[src/rtl/useq_pkg.sv]
package useq_pkg;

  typedef enum logic [1:0] {
    SQ_NEXT = 2'b00,
    SQ_D1   = 2'b01,
    SQ_D2   = 2'b10,
    SQ_HOME = 2'b11
  } seq_e;

  typedef struct packed {
    logic       jmp_sel;
    logic [1:0] pc_src;
    logic       pc_wr;
    logic       inst_dat;
    logic       mem_rd;
    logic       mem_wr;
    logic       ir_wr;
    logic [1:0] reg_dst;
    logic [1:0] reg_in;
    logic       reg_wr;
    logic       alu_x;
    logic [1:0] alu_y;
    logic [3:0] alu_fn;
    seq_e       seq;
  } uword_t;

  localparam int UW = $bits(uword_t);

  typedef enum logic [2:0] {
    CL_NONE, CL_ALU, CL_LOAD, CL_STORE, CL_FLOW
  } iclass_e;

  // microprogram addresses
  localparam int A_FETCH = 0;
  localparam int A_DECOD = 1;
  localparam int A_MADDR = 2;
  localparam int A_MREAD = 3;
  localparam int A_LDWB  = 4;
  localparam int A_FLOW  = 5;
  localparam int A_STORE = 6;
  localparam int A_EXEC  = 7;
  localparam int A_ALUWB = 8;

  localparam logic [3:0] FN_ADD  = 4'b0001;
  localparam logic [3:0] FN_SUB  = 4'b0010;
  localparam logic [3:0] FN_FUNC = 4'b1111;

  function automatic iclass_e classify(input int unsigned v);
    if (v == 0 || (v >= 8 && v <= 15)) return CL_ALU;
    if (v == 32)                        return CL_LOAD;
    if (v == 40)                        return CL_STORE;
    if (v >= 1 && v <= 5)               return CL_FLOW;
    return CL_NONE;
  endfunction

  // tbl 0: branch out of decode, tbl 1: branch out of memory-address step
  function automatic int unsigned dispatch_target(input int tbl, input iclass_e c);
    if (tbl == 0) begin
      case (c)
        CL_ALU:            return A_EXEC;
        CL_LOAD, CL_STORE: return A_MADDR;
        CL_FLOW:           return A_FLOW;
        default:           return A_FETCH;
      endcase
    end
    case (c)
      CL_LOAD:  return A_MREAD;
      CL_STORE: return A_STORE;
      default:  return A_FETCH;
    endcase
  endfunction

  function automatic uword_t rom_word(input int unsigned a);
    uword_t w;
    w = '0;
    case (a)
      A_FETCH: begin
        w.mem_rd = 1'b1; w.ir_wr = 1'b1; w.alu_y = 2'b01;
        w.alu_fn = FN_ADD; w.pc_src = 2'b11; w.pc_wr = 1'b1; w.seq = SQ_NEXT;
      end
      A_DECOD: begin
        w.alu_y = 2'b11; w.alu_fn = FN_ADD; w.seq = SQ_D1;
      end
      A_MADDR: begin
        w.alu_x = 1'b1; w.alu_y = 2'b10; w.alu_fn = FN_ADD; w.seq = SQ_D2;
      end
      A_MREAD: begin
        w.inst_dat = 1'b1; w.mem_rd = 1'b1; w.seq = SQ_NEXT;
      end
      A_LDWB: begin
        w.reg_wr = 1'b1; w.seq = SQ_HOME;
      end
      A_FLOW: begin
        w.alu_x = 1'b1; w.alu_fn = FN_SUB; w.pc_src = 2'b01;
        w.pc_wr = 1'b1; w.jmp_sel = 1'b1; w.seq = SQ_HOME;
      end
      A_STORE: begin
        w.inst_dat = 1'b1; w.mem_wr = 1'b1; w.seq = SQ_HOME;
      end
      A_EXEC: begin
        w.alu_x = 1'b1; w.alu_fn = FN_FUNC; w.seq = SQ_NEXT;
      end
      A_ALUWB: begin
        w.reg_dst = 2'b01; w.reg_in = 2'b01; w.reg_wr = 1'b1; w.seq = SQ_HOME;
      end
      default: w = '0;
    endcase
    return w;
  endfunction

endpackage

[src/rtl/useq_rom.sv]
module useq_rom
  import useq_pkg::*;
#(
  parameter int AW = 5
) (
  input  logic [AW-1:0] addr,
  output uword_t        word
);
  localparam int PADW = 32 - AW;

  always_comb word = rom_word({{PADW{1'b0}}, addr});
endmodule

[src/rtl/useq_dispatch.sv]
module useq_dispatch
  import useq_pkg::*;
#(
  parameter int AW  = 5,
  parameter int OPW = 6,
  parameter int TBL = 0
) (
  input  logic [OPW-1:0] op,
  output logic [AW-1:0]  tgt
);
  localparam int PADW = 32 - OPW;

  iclass_e cls;
  always_comb cls = classify({{PADW{1'b0}}, op});

  if (TBL == 0) begin : g_after_decode
    always_comb tgt = AW'(dispatch_target(0, cls));
  end else begin : g_after_maddr
    always_comb tgt = AW'(dispatch_target(1, cls));
  end
endmodule

[src/rtl/useq_next.sv]
module useq_next
  import useq_pkg::*;
#(
  parameter int AW = 5
) (
  input  seq_e          seq,
  input  logic [AW-1:0] cur,
  input  logic [AW-1:0] d1,
  input  logic [AW-1:0] d2,
  output logic [AW-1:0] nxt
);
  always_comb begin
    case (seq)
      SQ_NEXT: nxt = cur + AW'(1);
      SQ_D1:   nxt = d1;
      SQ_D2:   nxt = d2;
      default: nxt = '0;
    endcase
  end
endmodule

[src/rtl/useq_core.sv]
module useq_core
  import useq_pkg::*;
#(
  parameter int AW  = 5,
  parameter int OPW = 6
) (
  input  logic           clk,
  input  logic           rst_n,
  input  logic [OPW-1:0] opcode,
  output logic [AW-1:0]  upc,
  output logic [1:0]     seq_sel,
  output logic           jmp_sel,
  output logic [1:0]     pc_src,
  output logic           pc_wr,
  output logic           inst_dat,
  output logic           mem_rd,
  output logic           mem_wr,
  output logic           ir_wr,
  output logic [1:0]     reg_dst,
  output logic [1:0]     reg_in,
  output logic           reg_wr,
  output logic           alu_x,
  output logic [1:0]     alu_y,
  output logic [3:0]     alu_fn
);
  localparam int NTBL = 2;

  uword_t        cur_word;
  logic [AW-1:0] disp_tgt [NTBL];
  logic [AW-1:0] nxt_addr;
  logic [AW-1:0] upc_q;

  useq_rom #(.AW(AW)) u_rom (.addr(upc_q), .word(cur_word));

  for (genvar g = 0; g < NTBL; g++) begin : g_tbl
    useq_dispatch #(.AW(AW), .OPW(OPW), .TBL(g)) u_tbl (
      .op  (opcode),
      .tgt (disp_tgt[g])
    );
  end

  useq_next #(.AW(AW)) u_next (
    .seq (cur_word.seq),
    .cur (upc_q),
    .d1  (disp_tgt[0]),
    .d2  (disp_tgt[1]),
    .nxt (nxt_addr)
  );

  always_ff @(posedge clk or negedge rst_n) begin
    if (!rst_n) upc_q <= '0;
    else        upc_q <= nxt_addr;
  end

  assign upc      = upc_q;
  assign seq_sel  = cur_word.seq;
  assign jmp_sel  = cur_word.jmp_sel;
  assign pc_src   = cur_word.pc_src;
  assign pc_wr    = cur_word.pc_wr;
  assign inst_dat = cur_word.inst_dat;
  assign mem_rd   = cur_word.mem_rd;
  assign mem_wr   = cur_word.mem_wr;
  assign ir_wr    = cur_word.ir_wr;
  assign reg_dst  = cur_word.reg_dst;
  assign reg_in   = cur_word.reg_in;
  assign reg_wr   = cur_word.reg_wr;
  assign alu_x    = cur_word.alu_x;
  assign alu_y    = cur_word.alu_y;
  assign alu_fn   = cur_word.alu_fn;
endmodule

[config.mk]
export PLATFORM = sky130hd
export DESIGN_NAME = useq_core
export DESIGN_NICKNAME = d
export VERILOG_FILES = /design/src/rtl/useq_pkg.sv /design/src/rtl/useq_rom.sv /design/src/rtl/useq_dispatch.sv /design/src/rtl/useq_next.sv /design/src/rtl/useq_core.sv
export SDC_FILE = /design/constraint.sdc
export NUM_CORES = 1
export LEC_CHECK = 0
export ABC_AREA = 1
export ABC_CLOCK_PERIOD_IN_PS = 2700
export BUFFER_PORTS_ARGS = -buffer_cell sky130_fd_sc_hd__clkbuf_2
export CORE_MARGIN = 2
export CORE_UTILIZATION = 47
export DETAILED_ROUTE_END_ITERATION = 6
export PLACE_DENSITY = 0.92
export SLEW_MARGIN = 20
export SYNTH_ARGS = -nofsm -noshare
export SYNTH_HDL_FRONTEND = slang
export SYNTH_SLANG_ARGS = --single-unit
[constraint.sdc]
create_clock -name clk -period 2.7 [get_ports clk]
set_clock_uncertainty 0.05 [all_clocks]
set_input_delay 0.405 -clock clk [delete_from_list [all_inputs] [get_ports clk]]
set_output_delay 0.405 -clock clk [all_outputs]
set_load 0.02 [all_outputs]
After elaboration in Yosys (flattened, before gate mapping) --
Index checks and enable logic that the tools add are counted.
Cells by class: add/sub/neg operators 1, $lt $le $gt $ge 4, equality and inequality tests 16, multiplexer cells 33, reduce and logical (&&, ||, !) cells 13
Operators with widths (count):
- 3-bit 2-to-1 mux | 9
- 5-bit by 3-bit == test with 1-bit output, second input constant | 4
- 1-bit 2-to-1 mux | 17
- 5-bit case mux with 3 select lines | 1
- 6-bit == test, second input constant | 2
- 2-bit case mux with 3 select lines | 2
- 3-bit case mux with 2 select lines | 2
- 4-bit case mux with 3 select lines | 1
- 5-bit by 2-bit == test with 1-bit output, second input constant | 2
- 3-bit case mux with 3 select lines | 1
- 2-bit OR reduction | 4
- 3-bit by 2-bit == test with 1-bit output, second input constant | 2
- 6-bit by 1-bit >= comparator with 1-bit output, second input constant | 1
- 6-bit by 4-bit >= comparator with 1-bit output, second input constant | 1
- 6-bit by 3-bit <= comparator with 1-bit output, second input constant | 1
- 6-bit by 4-bit <= comparator with 1-bit output, second input constant | 1
- 6-bit zero test | 1
- 3-bit OR reduction | 2
- 5-bit by 1-bit adder with 5-bit output, second input constant | 1
- 5-bit by 1-bit == test with 1-bit output, second input constant | 1
- 5-bit by 4-bit == test with 1-bit output, second input constant | 1
- 5-bit zero test | 1
- 4-bit OR reduction | 1
- 3-bit by 1-bit == test with 1-bit output, second input constant | 1
- 6 further kinds | 7
Word-level totals: register bits 5, input port bits 8, output and inout port bits 27, word-level logic and storage cells 68

Longest topological paths before layout --
depth after elaboration 18, mapped depth 9, mapped depth without buffers 9

Modules after synthesis --
Synthesis repeated with hierarchy kept, for this count alone.
Second synthesis, totals: cell total of the unflattened synthesis 124, area, all modules 673.1 um2
Modules (own cells, without submodules):
- useq_rom | instances 1, cells each 49, area each 227.7 um2, seq. area each 0.0 um2
- useq_next | instances 1, cells each 40, area each 183.9 um2, seq. area each 0.0 um2
- useq_core | instances 1, cells each 5, area each 125.1 um2, seq. area each 125.1 um2
- useq_dispatch (g_tbl[1].u_tbl) | instances 1, cells each 17, area each 73.8 um2, seq. area each 0.0 um2
- useq_dispatch (g_tbl[0].u_tbl) | instances 1, cells each 13, area each 62.6 um2, seq. area each 0.0 um2

Least setup slack after synthesis --
OpenSTA, ideal clock, no wires.
path kind register -> output, start point reg upc_q[0], in the netlist upc[0], end point out pc_src[0], arrival 1.714 ns, required time 2.245 ns, slack 0.531 ns, stages on the path, launching flop included 8, buffers on the path 1, path through dfrtp_1 -> inv_1 -> ha_1 -> nand2_2 -> nor2_1 -> inv_1 -> nand2_1 -> buf_4
On the way: longest elaborated chain between the ends 2, elaborated cells between the ends (all ways) 3, classes of those cells 1 x eq/ne; 1 x mux; 1 x reduce/logical
RTL lines:
- from (decl) | line useq_core.sv:31 | logic [AW-1:0] upc_q;
- from (signal assigned) | line useq_core.sv:52 | else upc_q <= nxt_addr;
- 5-bit by 3-bit == test with 1-bit output / 5-bit zero test (equally long branches) | line useq_pkg.sv:76 | case (a)
- 3-bit case mux with 2 select lines (*) | line useq_pkg.sv:76
- to (decl) | line useq_core.sv:13 | output logic [1:0] pc_src,
Every way passes the cells marked *; elsewhere a longest branch is shown, timed or not.

Worst setup path in the final report --
start point reg upc_q[0], in the netlist upc[0], end point out alu_fn[0]
On the way: longest elaborated chain between the ends 3, elaborated cells between the ends (all ways) 7, classes of those cells 4 x eq/ne; 1 x mux; 2 x reduce/logical
RTL lines:
- 5-bit by 1-bit == test with 1-bit output, or another cell as far along | line useq_pkg.sv:76
- 3-bit OR reduction (no source line)
- 4-bit case mux with 3 select lines (*) | line useq_pkg.sv:76
- to (decl) | line useq_core.sv:24 | output logic [3:0] alu_fn
Marks and branches as above.

==> out/results.ini <==
[synthesis]
synth_edf_count = 0
synth_top_cell_by_area = dfrtp_1
ys.flop_type = dfrtp_1
syn-cell-area_sq_um = 668.1
ys_warn_count = 0
muxShareOfSynthArea_pct = 0
yosysUniqueCellTypes = 23
yosysMostFrequentCell = inv_1
synth_commonest_cells = inv_1 (17), nand3_1 (15), nand2_1 (12)
yosys_register_bits = 5
synthCells = 98
synth_compound_area_share_pct = 1.685
synth_top_area_share_pct = 18.73
synth_area_leaders = dfrtp_1 (19%), nand3_1 (11%), inv_1 (9.6%)
synth_top_family_by_area = simple AND/OR/NAND/NOR gates
ys_seq_area_share_pct = 18.73
synth_simple_gate_area_share_pct = 48.31
synth_area_per_cell_sq_um = 6.818
synth-adder-area-share_pct = 7.491
ys_async_sr_fraction_pct = 100.0
synth_xor_area_share_pct = 3.933

[cells_and_area]
largest_reg_flops = 5
nets = 144
fin_util_pct = 64.48
diodes = 0
fill_cells = 115
drive_above_1_share_pct = 41.98
area_growth_pct = 27.15

[setup_path]
crit_chain = inv_1, ha_1, inv_1, nor2_1, nand2_4, inv_2, nor2_8, nand3_1, clkbuf_2
reg2reg_from = upc[0]
slowest_stage = dfrtp_1
required_ns = 2.25
max_stage_delay_ns = 0.42
worst-r2r-cell-count = 9
crit_path_end_kind = output pin
cp-startpoint = upc[0]
crit_arrival_ns = 1.75
critical_path.startpoint_type = register
worstSetupPathType = register to output pin
rrSetupSlack_ns = 1.07
cpMostUsedCell = inv_1
reg2reg_to = upc[2]
crit_path_max_fanout = 5

[outcome]
status = finished, final reports clean

[clock_tree]
path_clk_slew_ns = 0.04
cts_setup_buffers = 0
cts_tree = yes
clock_latency_ns = 0.24
cts.path.max_buffers = 2
cts_buffers = 3
cts_root_buf = clkbuf_4
cts.sink_count = 5
cts.htree.levels = 1

[sta]
whs_ns = 0.4370
setup_tns_ns = 0
period_share_pct = 81.84
hold_viol_final = 0
finalSetupViolations = 0
fmax_ghz = 0.4525
rsz0062_at_grt = no
final_max_slew_viol_count = 0
fin_crit_ns = 2.210

[floorplan]
design.portCount = 35
rows = 13
die_w_microns = 41.71
dieHeight_microns = 41.71
die_area_sq_mm = 0.001739
core_sq_mm = 0.001318
start_util_pct = 50.71

[detailed_routing]
routedWlPerCell_microns = 10.82
ant_nets = 0
drt_pass1_iterations = 4
viasPerCell = 4.918
vias = 718
drcViolationCount = 0
wirelength_microns = 1580
first_iter_violations = 22

[power]
netSwitchingFraction_pct = 61.06
comb_power_share_pct = 80.2
p_int_mw = 0.4417
power_mw = 1.134
p_leak_nw = 0.5581
power_switching_mw = 0.6925
ir_drop_mv = 0.6170
p_seq_share_pct = 12.2
powerDensity_mw_per_mm2 = 1335
power_frac_clock_pct = 7.6

[min_path]
min_from = opcode[4]
min_delay_path_depth = 4
holdPathEnd = upc[1]
min_path_type = input port to register

[global_routing]
antenna_found_initial = 0
grt_pass1_wl_microns = 2718
grt_usage_pct = 20.09
grt_max_degree = 8
grt_pass1_vias = 681
overflow = 0

[place]
hpwl_microns = 1356
gp_congestion = 0.8287
io_buffers = 32

[flow_run]
maxCapViolCount = 0

worst max-delay path by stage:
stage	slack, ns	depth (start not counted)	to
global placement	0.80	9	alu_fn[0]
CTS	0.47	9	alu_fn[0]
detailed placement	0.74	9	alu_fn[0]
global route	0.38	9	seq_sel[0]
floorplan	0.53	7	pc_src[0]
finish	0.49	9	alu_fn[0]
what timing repair did:
item / 4_1_cts / 5_1_grt
endpoints found under the setup margin: 0 / 0
hold buffers: 1 / 0
gates resized for setup: 0 / 0
endpoints found under the hold margin: 5 / 0
per-layer routing:
metal | wire, microns | vias up | share of wire (%) | global-route usage [%]
met5 | 0 | - | 0 | 0
met4 | 0 | 0 | 0 | 10.97
met3 | 77 | 0 | 4.9 | 3.043
met2 | 915 | 33 | 58 | 36.88
met1 | 587 | 319 | 37 | 21.60
li1 | - | 366 | - | -
cell families (layout without fill, tap and decap cells):
group           Yosys count  in the layout
compound gates            2              2
buf+inv                  28             60
other cells               1              2
xor+xnor                  3              3
simple gates             55             55
fa+ha+maj                 4              4
flops                     5              5
cell usage in the layout (no fill, tap or decap), types with 2 or more instances in the layout:
cell / n
xor2_1: 3
nand2_4: 3
nand3_1: 15
ha_1: 4
nand2_1: 12
dfrtp_1: 5
conb_1: 2
nor3_1: 2
inv_1: 17
nand2_2: 4
inv_2: 4
inv_4: 2
nor2_4: 2
clkbuf_4: 3
clkbuf_2: 32
nand4_1: 3
nor2_1: 9
critical path, delay by kind of cell, from the launching register on:
kind,cells,cell delay (ns)
flip-flops,1,0.42
buffers and inverters,4,0.47
adder cells (fa/ha/maj),1,0.16
AND/OR/NAND/NOR,4,0.47
power groups by stage:
stage	combinational (mW)	sequential (mW)	clock [mW]
global route	0.977	0.145	0.0945
CTS	0.915	0.139	0.0879
detailed placement	0.909	0.140	0
global placement	0.892	0.137	0
floorplan	0.657	0.163	0
finish	0.910	0.138	0.0859
stage by stage:
| step | area, sq um | worst slack (ns) | instances |
|---|---|---|---|
| after floorplan | 671.9 | 0.5314 | 99 |
| after global placement | 813.3 | 0.8016 | 141 |
| after detailed placement | 813.3 | 0.7414 | 141 |
| after CTS | 849.6 | 0.4726 | 146 |
| after global routing | 849.6 | 0.3770 | 146 |
| final | 849.6 | 0.4902 | 146 |
area by class of cell:
cell class	instances	area, sq um	area share [%]
Clock buffer	4	26.28	3.093
Sequential cell	5	125.1	14.73
Multi-Input combinational cell	66	417.9	49.19
Inverter	23	91.34	10.75
Tap cell	15	18.77	2.209
Timing Repair Buffer	33	170.2	20.03
(Power assumes the default switching activity.)
